===== src/rtl/watch_pkg.sv =====
package watch_pkg;
  localparam int WP_DATA_W   = 32;
  localparam int WP_ASID_W   = 8;
  localparam int WP_MASK_W   = 9;
  localparam int WP_LOW_W    = 3;
  localparam int WP_ASID_LSB = 16;
  localparam int WP_GLOB_BIT = 30;

  typedef enum logic [1:0] {
    ACC_FETCH = 2'd0,
    ACC_LOAD  = 2'd1,
    ACC_STORE = 2'd2,
    ACC_NONE  = 2'd3
  } acc_kind_e;

  localparam int EN_FETCH = 2;
  localparam int EN_LOAD  = 1;
  localparam int EN_STORE = 0;
endpackage


===== src/rtl/watch_regs.sv =====
module watch_regs #(
  parameter int DATA_W   = 32,
  parameter int ASID_W   = 8,
  parameter int MASK_W   = 9,
  parameter int LOW_W    = 3,
  parameter int ASID_LSB = 16,
  parameter int GLOB_BIT = 30
) (
  input  logic                    clk,
  input  logic                    rst,
  input  logic                    reg_we,
  input  logic                    reg_sel,
  input  logic [DATA_W-1:0]       reg_wdata,
  output logic [DATA_W-1:0]       reg_rdata,
  output logic [DATA_W-1:LOW_W]   base_addr,
  output logic [LOW_W-1:0]        kind_en,
  output logic                    glob,
  output logic [ASID_W-1:0]       asid,
  output logic [MASK_W-1:0]       mask
);
  localparam int MASK_LSB = LOW_W;
  localparam int MASK_MSB = LOW_W + MASK_W - 1;
  localparam int ASID_MSB = ASID_LSB + ASID_W - 1;

  logic [DATA_W-1:0] base_word;
  logic [DATA_W-1:0] qual_word;

  assign base_word = {base_addr, kind_en};

  always_comb begin
    qual_word = '0;
    qual_word[GLOB_BIT] = glob;
    qual_word[ASID_MSB:ASID_LSB] = asid;
    qual_word[MASK_MSB:MASK_LSB] = mask;
  end

  always_ff @(posedge clk) begin
    if (rst) begin
      base_addr <= '0;
      kind_en   <= '0;
      glob      <= 1'b0;
      asid      <= '0;
      mask      <= '0;
      reg_rdata <= '0;
    end else begin
      reg_rdata <= reg_sel ? qual_word : base_word;
      if (reg_we && !reg_sel) begin
        base_addr <= reg_wdata[DATA_W-1:LOW_W];
        kind_en   <= reg_wdata[LOW_W-1:0];
      end
      if (reg_we && reg_sel) begin
        glob <= reg_wdata[GLOB_BIT];
        asid <= reg_wdata[ASID_MSB:ASID_LSB];
        mask <= reg_wdata[MASK_MSB:MASK_LSB];
      end
    end
  end
endmodule


===== src/rtl/watch_match.sv =====
module watch_match
  import watch_pkg::*;
#(
  parameter int DATA_W = 32,
  parameter int ASID_W = 8,
  parameter int MASK_W = 9,
  parameter int LOW_W  = 3
) (
  input  logic [DATA_W-1:LOW_W] base_addr,
  input  logic [LOW_W-1:0]      kind_en,
  input  logic                  glob,
  input  logic [ASID_W-1:0]     asid,
  input  logic [MASK_W-1:0]     mask,
  input  logic [DATA_W-1:0]     acc_addr,
  input  logic [1:0]            acc_type,
  input  logic [ASID_W-1:0]     cur_asid,
  output logic                  hit
);
  logic [DATA_W-1:LOW_W] bit_ok;
  logic kind_ok;
  logic asid_ok;

  for (genvar i = LOW_W; i < DATA_W; i++) begin : g_bit
    if (i < LOW_W + MASK_W) begin : g_masked
      assign bit_ok[i] = (acc_addr[i] == base_addr[i]) | mask[i-LOW_W];
    end else begin : g_exact
      assign bit_ok[i] = (acc_addr[i] == base_addr[i]);
    end
  end

  always_comb begin
    unique case (acc_kind_e'(acc_type))
      ACC_FETCH: kind_ok = kind_en[EN_FETCH];
      ACC_LOAD:  kind_ok = kind_en[EN_LOAD];
      ACC_STORE: kind_ok = kind_en[EN_STORE];
      default:   kind_ok = 1'b0;
    endcase
  end

  assign asid_ok = glob | (asid == cur_asid);
  assign hit     = (&bit_ok) & kind_ok & asid_ok;
endmodule


===== src/rtl/watch_req_gen.sv =====
module watch_req_gen (
  input  logic clk,
  input  logic rst,
  input  logic acc_valid,
  input  logic hit,
  input  logic debug_mode,
  output logic watch_req
);
  always_ff @(posedge clk) begin
    if (rst) watch_req <= 1'b0;
    else     watch_req <= acc_valid & hit & ~debug_mode;
  end
endmodule


===== src/rtl/addr_watch_unit.sv =====
module addr_watch_unit
  import watch_pkg::*;
#(
  parameter int DATA_W   = WP_DATA_W,
  parameter int ASID_W   = WP_ASID_W,
  parameter int MASK_W   = WP_MASK_W,
  parameter int LOW_W    = WP_LOW_W,
  parameter int ASID_LSB = WP_ASID_LSB,
  parameter int GLOB_BIT = WP_GLOB_BIT
) (
  input  logic              clk,
  input  logic              rst,
  input  logic              reg_we,
  input  logic              reg_sel,
  input  logic [DATA_W-1:0] reg_wdata,
  output logic [DATA_W-1:0] reg_rdata,
  input  logic              acc_valid,
  input  logic [1:0]        acc_type,
  input  logic [DATA_W-1:0] acc_addr,
  input  logic [ASID_W-1:0] cur_asid,
  input  logic              debug_mode,
  output logic              watch_req
);
  logic [DATA_W-1:LOW_W] base_addr;
  logic [LOW_W-1:0]      kind_en;
  logic                  glob;
  logic [ASID_W-1:0]     asid;
  logic [MASK_W-1:0]     mask;
  logic                  hit;

  watch_regs #(
    .DATA_W(DATA_W), .ASID_W(ASID_W), .MASK_W(MASK_W),
    .LOW_W(LOW_W), .ASID_LSB(ASID_LSB), .GLOB_BIT(GLOB_BIT)
  ) regs_i (
    .clk(clk), .rst(rst), .reg_we(reg_we), .reg_sel(reg_sel),
    .reg_wdata(reg_wdata), .reg_rdata(reg_rdata),
    .base_addr(base_addr), .kind_en(kind_en), .glob(glob),
    .asid(asid), .mask(mask)
  );

  watch_match #(
    .DATA_W(DATA_W), .ASID_W(ASID_W), .MASK_W(MASK_W), .LOW_W(LOW_W)
  ) match_i (
    .base_addr(base_addr), .kind_en(kind_en), .glob(glob), .asid(asid),
    .mask(mask), .acc_addr(acc_addr), .acc_type(acc_type),
    .cur_asid(cur_asid), .hit(hit)
  );

  watch_req_gen req_i (
    .clk(clk), .rst(rst), .acc_valid(acc_valid), .hit(hit),
    .debug_mode(debug_mode), .watch_req(watch_req)
  );
endmodule


===== config.mk =====
export PLATFORM = sky130hd
export DESIGN_NAME = addr_watch_unit
export DESIGN_NICKNAME = d
export VERILOG_FILES = /design/src/rtl/watch_pkg.sv /design/src/rtl/watch_regs.sv /design/src/rtl/watch_match.sv /design/src/rtl/watch_req_gen.sv /design/src/rtl/addr_watch_unit.sv
export SDC_FILE = /design/constraint.sdc
export NUM_CORES = 1
export LEC_CHECK = 0
export CAP_MARGIN = 40
export CELL_PAD_IN_SITES_DETAIL_PLACEMENT = 1
export CELL_PAD_IN_SITES_GLOBAL_PLACEMENT = 2
export CORE_UTILIZATION = 31
export CTS_CLUSTER_SIZE = 28
export DETAILED_ROUTE_END_ITERATION = 8
export PLACE_DENSITY = 0.85
export SLEW_MARGIN = 10
export SYNTH_ARGS = -nofsm -noshare
export SYNTH_HDL_FRONTEND = slang
export SYNTH_HIERARCHICAL = 1
export SYNTH_SLANG_ARGS = --single-unit
export TNS_END_PERCENT = 100

===== constraint.sdc =====
create_clock -name clk -period 3 [get_ports clk]
set_input_delay 0.6 -clock clk [delete_from_list [all_inputs] [get_ports clk]]
set_output_delay 0.6 -clock clk [all_outputs]
set_load 0.02 [all_outputs]

==> impl_metrics.py, run 1 <==
metrics = {
    "status": {
        "status": "complete, no violations",
    },
    "clocking": {
        "root_buffer": "clkbuf_16",
        "cts_max_level": 3,
        "post_cts_buffers": 0,
        "cts_tree": "built",
        "numCtsBuffers": 9,
        "cts_max_path_buffers": 2,
        "clock_sinks": 83,
        "cts_resized": 0,
        "ctsHoldBuffers": 0,
        "clock_latency_ps": 330,
        "clkSlewWorstSetupHoldPaths_ps": 60,
    },
    "yosys": {
        "ys.warnings.count": 6,
        "seq_area_frac_synth_pct": 45.3,
        "synth.avg_cell_area_um2": 10.5,
        "ys_top_cells_by_count": "dfxtp_1, nand2b_1, mux2i_1",
        "netlist_instances": 348,
        "synth_cell_type_count": 28,
        "yosys-top-cells-area": "dfxtp_1, mux2i_1, nand2b_1, xnor2_1, nand4bb_1",
        "synth_top_area_share_pct": 45.3,
        "ys_async_sr_fraction_pct": 0,
        "synth_area_mm2": 0.00366,
        "synthesis.nets": 428,
        "ys_ff_latch": 83,
        "ys.flop_type": "dfxtp_1",
        "synth_top_area_cell": "dfxtp_1",
        "synth.most_common_cell": "dfxtp_1",
        "synth_edf_count": 0,
    },
    "placement": {
        "port_buffers": 109,
        "gp_congestion": 0.734,
        "dp_hpwl_um": 7100,
    },
    "pwr": {
        "p_per_area_mw_per_mm2": 502,
        "p_leak_uw": 0.00198,
        "p_total_uw": 2570,
        "irDropWorstVdd_v": 0.000257,
    },
    "route": {
        "drc": 0,
        "num_vias": 2767,
        "drt-total-wl_um": 9710,
        "dr.pass1.iters": 5,
        "drt-initial-drc-count": 52,
        "avgRoutedWirePerCell_um": 16.2,
        "postRouteAntennaNets": 0,
        "vias_per_cell": 4.62,
    },
    "floorplanning": {
        "ios": 113,
        "fp.dieArea_mm2": 0.0123,
        "row_count": 39,
        "fp.coreArea_mm2": 0.0115,
        "die_y_um": 111,
        "initial_utilization_pct": 32.0,
        "dieWidth_um": 111,
    },
    "finish": {
        "multi_input_area_mm2": 0.00187,
        "drive_gt1_share_pct": 5.92,
        "antenna_cells": 0,
        "seqCellArea_mm2": 0.00166,
        "final_nets": 532,
        "final_util_pct": 44.7,
        "area_growth_pct": 39.9,
        "fillers": 1285,
    },
    "global_route": {
        "grt_start_max_net_pins": 45,
        "overflow": 0,
        "grt_pass1_vias": 3052,
        "grt_use_total_pct": 16.6,
        "grt_first_pass_wirelength_um": 15700,
        "antenna_found_initial": 0,
    },
    "setup_path": {
        "endpoint_kind": "flip-flop",
        "r2r_slack_ps": 950,
        "worst_ep_arrival_time_ps": 2690,
        "crit_fanout": 1,
        "start_kind": "input port",
        "cp_data_required_time_ps": 3280,
        "crit_type": "input port to flip-flop",
    },
    "sta": {
        "skew_ps": 4.23,
        "fin_tns_setup_ps": 0,
        "rsz0062_at_grt": "false",
        "maxSlewViolCount": 0,
        "finalSetupViolCount": 0,
        "slew_headroom_pct": 62.8,
        "whs_ps": 481,
        "hold_viol": 0,
        "min_period_over_period_pct": 80.3,
        "finalCriticalPeriod_ps": 2410,
        "worst_pin_slew_ps": 557,
        "fmax_mhz": 415,
    },
    "worst_hold_path": {
        "hp-class": "flip-flop to flip-flop",
    },
    "flow_run": {
        "maxCapViolations": 0,
    },
}
worst max-delay path: stages:
cell and delay, ps:
clkdlybuf4s50_1 410, xor2_1 160, nor4_1 390, a21oi_1 140, or4_1 540, nor4_2 200
and4bb_2 230
final timing paths:
| kind | from | endpoint | depth (start not counted) |
|---|---|---|---|
| worst max register to register | regs_i/asid[3] | req_i/watch_req | 6 |
| worst min-delay path | regs_i/kind_en[0] | regs_i/kind_en[0] | 2 |
| worst max-delay path | cur_asid[3] | req_i/watch_req | 7 |
| worst min register to register | regs_i/kind_en[0] | regs_i/kind_en[0] | 2 |
kinds of logic (layout without fill, tap and decap cells):
kind of cell,Yosys count,in the layout,share of synthesized area (%)
AO/OA/AOI/OAI,22,22,3.41
XOR/XNOR,37,37,8.84
buffers and inverters,23,131,3.96
flip-flops,83,83,45.3
multiplexers,54,54,14.7
AND/OR/NAND/NOR,129,129,23.7
power breakdown:
part | internal [µW] | switching, µW
Sequential | 1150 | 33.9
Combinational | 206 | 151
Clock | 621 | 414
cell type report:
type                    count  area share (%)
clock buffers              13            5.27
clock inverters             2           0.195
inverters                   1          0.0732
multi-input cells         242            36.4
flip-flops and latches     83            32.4
well taps                 143            3.49
repair buffers            115            22.2
state kept, by name (all words and copies together) (netlist names):
register and flops:
regs_i/reg_rdata 32, regs_i/base_addr 29, regs_i/mask 9, regs_i/asid 8, regs_i/kind_en 3, regs_i/glob 1
req_i/watch_req 1
cells in the final DEF, fill, tap and decap left out, types with 2 or more instances in the layout:
master	n
clkbuf_16	9
o22ai_1	4
dfxtp_1	83
nor2_1	20
buf_2	2
nor4_1	5
clkbuf_8	3
buf_4	5
nand2b_1	68
and2_1	14
o21ai_1	14
mux2i_1	54
xor2_1	15
clkdlybuf4s50_1	107
xnor2_1	22
clkinv_2	2
nand4bb_1	14
routing by layer:
metal / GRT usage (%) / vias up / share of wire [%]
met5: 0 / - / 0
met4: 6.31 / 0 / 1.8
met3: 4.10 / 12 / 4.3
met2: 29.6 / 58 / 51
met1: 19.0 / 1322 / 43
li1: - / 1375 / -
stage by stage:
step	setup WS [ps]	area [µm²]	cells
after floorplan	924	3660	348
after global placement	194	4840	583
after detailed placement	177	4850	584
after CTS	526	5130	599
after global routing	466	5130	599
final	591	5130	599
(Power assumes the default switching activity.)
==> run 2: changes to the inputs <==
--- a/config.mk
+++ b/config.mk
@@ -8,10 +8,10 @@
 export CAP_MARGIN = 40
 export CELL_PAD_IN_SITES_DETAIL_PLACEMENT = 1
 export CELL_PAD_IN_SITES_GLOBAL_PLACEMENT = 2
-export CORE_UTILIZATION = 31
+export CORE_UTILIZATION = 26
 export CTS_CLUSTER_SIZE = 28
 export DETAILED_ROUTE_END_ITERATION = 8
-export PLACE_DENSITY = 0.85
+export PLACE_DENSITY = 0.75
 export SLEW_MARGIN = 10
 export SYNTH_ARGS = -nofsm -noshare
 export SYNTH_HDL_FRONTEND = slang
==> constraint.sdc (replaced) <==
create_clock -name clk -period 2.15 [get_ports clk]
set_input_delay 0.43 -clock clk [delete_from_list [all_inputs] [get_ports clk]]
set_output_delay 0.43 -clock clk [all_outputs]
set_load 0.02 [all_outputs]
==> run 2 against run 1 <==
  * Die area up 19%
  * First-iteration DRC count up 120%
  * Sequential share of layout area down 1.1 points
  * Clock-buffer cell count down 3
  * Hold slack better by 3.6 ps
  * Cell area up 3.6%
  * Total power up 48%
  * Core utilization down 6.3 points
  * Critical path depth up 1
  * Critical path type unchanged
  * Largest cell class unchanged
  * Largest power group unchanged
==> impl_metrics.py, run 2 (synthesis gave the netlist of run 1 again) <==
metrics = {
    "pwr": {
        "p_per_area_mw_per_mm2": 717,
        "p_leak_uw": 0.00210,
        "irDropWorstVdd_v": 0.000348,
    },
    "placement": {
        "port_buffers": 109,
        "dp_hpwl_um": 7670,
        "gp_congestion": 0.696,
        "postPlaceCellArea_mm2": 0.00496,
    },
    "clocking": {
        "post_cts_buffers": 0,
        "clock_latency_ps": 340,
        "clock_sinks": 83,
        "root_buffer": "clkbuf_16",
        "cts_max_level": 3,
        "cts_max_path_buffers": 2,
        "clkSlewWorstSetupHoldPaths_ps": 60,
        "numCtsBuffers": 9,
        "cts_tree": "built",
    },
    "setup_path": {
        "endpoint_kind": "flip-flop",
        "worst_ep_arrival_time_ps": 2320,
        "r2r_start": "regs_i/asid[4]",
        "crit_fanout": 1,
        "r2r_slack_ps": 130,
        "worstReg2RegEnd": "req_i/watch_req",
        "r2r_cells": 7,
        "crit_type": "input port to flip-flop",
        "start_kind": "input port",
        "cp_data_required_time_ps": 2430,
    },
    "finish": {
        "final_nets": 541,
        "largest-register": "regs_i/reg_rdata",
        "final_util_pct": 38.4,
        "layout_commonest_cell": "clkdlybuf4s50_1",
        "antenna_cells": 0,
        "top_regs": "regs_i/reg_rdata (32), regs_i/base_addr (29), regs_i/mask (9)",
        "largest_reg_flops": 32,
        "drive_gt1_share_pct": 8.80,
        "area_growth_pct": 45.0,
        "final_cell_mix": "clkdlybuf4s50_1, dfxtp_1, nand2b_1",
        "stdcell_area_mm2": 0.00531,
    },
    "sta": {
        "maxSlewViolCount": 0,
        "worst_pin_slew_ps": 528,
        "min_period_over_period_pct": 94.9,
        "slew_headroom_pct": 64.3,
        "finalCriticalPeriod_ps": 2040,
        "fmax_mhz": 490,
        "hold_viol": 0,
        "rsz0062_at_grt": "false",
        "finalSetupViolCount": 0,
        "skew_ps": 5.21,
    },
    "worst_hold_path": {
        "hold_end": "regs_i/kind_en[0]",
        "hold_depth": 2,
        "hp-start": "regs_i/kind_en[0]",
        "hp-class": "flip-flop to flip-flop",
    },
    "route": {
        "avgRoutedWirePerCell_um": 16.2,
        "drt-total-wl_um": 10500,
        "dr.pass1.iters": 4,
        "vias_per_cell": 4.34,
        "postRouteAntennaNets": 0,
        "drt-initial-drc-count": 113,
        "drc": 0,
        "num_vias": 2801,
    },
    "global_route": {
        "grt_pass1_vias": 2950,
        "grt_first_pass_wirelength_um": 16200,
        "overflow": 0,
        "grt_use_total_pct": 15.0,
        "antenna_found_initial": 0,
        "grt_start_max_net_pins": 53,
    },
    "floorplanning": {
        "fp.dieArea_mm2": 0.0146,
        "die_y_um": 121,
        "ios": 113,
        "row_count": 43,
        "initial_utilization_pct": 26.5,
        "dieWidth_um": 121,
        "fp.coreArea_mm2": 0.0138,
    },
    "status": {
        "status": "complete, no violations",
    },
    "flow_run": {
        "maxCapViolations": 0,
    },
}
[run 2: changes by cell type in the layout (fill, tap and decap cells not counted), moves of 2 or more]
cell             before  now
dlygate4sd2_1         0    2
nor4_1                5    3
bufinv_16             0    2
clkbuf_8              3    0
clkinv_2              2    4
buf_4                 5   14
clkdlybuf4s50_1     107  100
dlymetal6s2s_1        0    5
[run 2: critical path, stage by stage]
cell and delay (ps):
clkdlybuf4s50_1 410, xor2_1 170, nor4_2 150, buf_4 150, a21oi_1 50, or4_4 500, nor4_4 210, and4bb_2 250
[run 2: cell type report]
type                    instances  area [µm²]
fillers                      1507        8510
flip-flops and latches         83        1660
clock buffers                  10         229
well taps                     180         225
repair buffers                124        1220
multi-input cells             242        1900
clock inverters                 6        80.1
inverters                       1        3.75
[run 2: worst max-delay path by stage]
stage                    from              end  slack (ps)  cells past startpoint
6_report          cur_asid[6]  req_i/watch_req         110                      8
5_1_grt        regs_i/asid[4]  req_i/watch_req          40                      7
4_1_cts           cur_asid[3]  req_i/watch_req          30                      8
3_5_place_dp      cur_asid[2]  req_i/watch_req        -490                      8
3_3_place_gp      cur_asid[7]  req_i/watch_req        -390                      8
2_1_floorplan     cur_asid[3]  req_i/watch_req         240                      6
[run 2: power breakdown]
part / internal [µW] / switching (µW)
combinational: 295 / 219
sequential: 1600 / 49.4
clock: 1010 / 633
[run 2: what timing repair did]
item	4_1_cts	5_1_grt
gates resized for setup	3	9
pin swaps	4	5
hold buffers	0	0
endpoints found under the setup margin	1	1
[run 2: per-stage QoR]
step | TNS, ps | hold WS, ps | std cells | worst slack, ps | total power [µW]
2_1_floorplan | 0 | 447 | 348 | 244 | 1940
3_3_place_gp | -393 | 466 | 629 | -393 | 2190
3_5_place_dp | -486 | 477 | 630 | -486 | 2200
4_1_cts | 0 | 487 | 646 | 30.4 | 3860
5_1_grt | 0 | 492 | 646 | 36.3 | 3970
6_report | 0 | 485 | 646 | 110 | 3810
[run 2: per-layer routing]
layer | vias to the layer above | track usage [%] | routed length [µm] | part of all wire [%]
met5 | - | 0 | 0 | 0
met4 | 0 | 4.86 | 123 | 1.2
met3 | 10 | 3.02 | 314 | 3.0
met2 | 49 | 25.8 | 5330 | 51
met1 | 1347 | 18.6 | 4730 | 45
li1 | 1395 | - | - | -
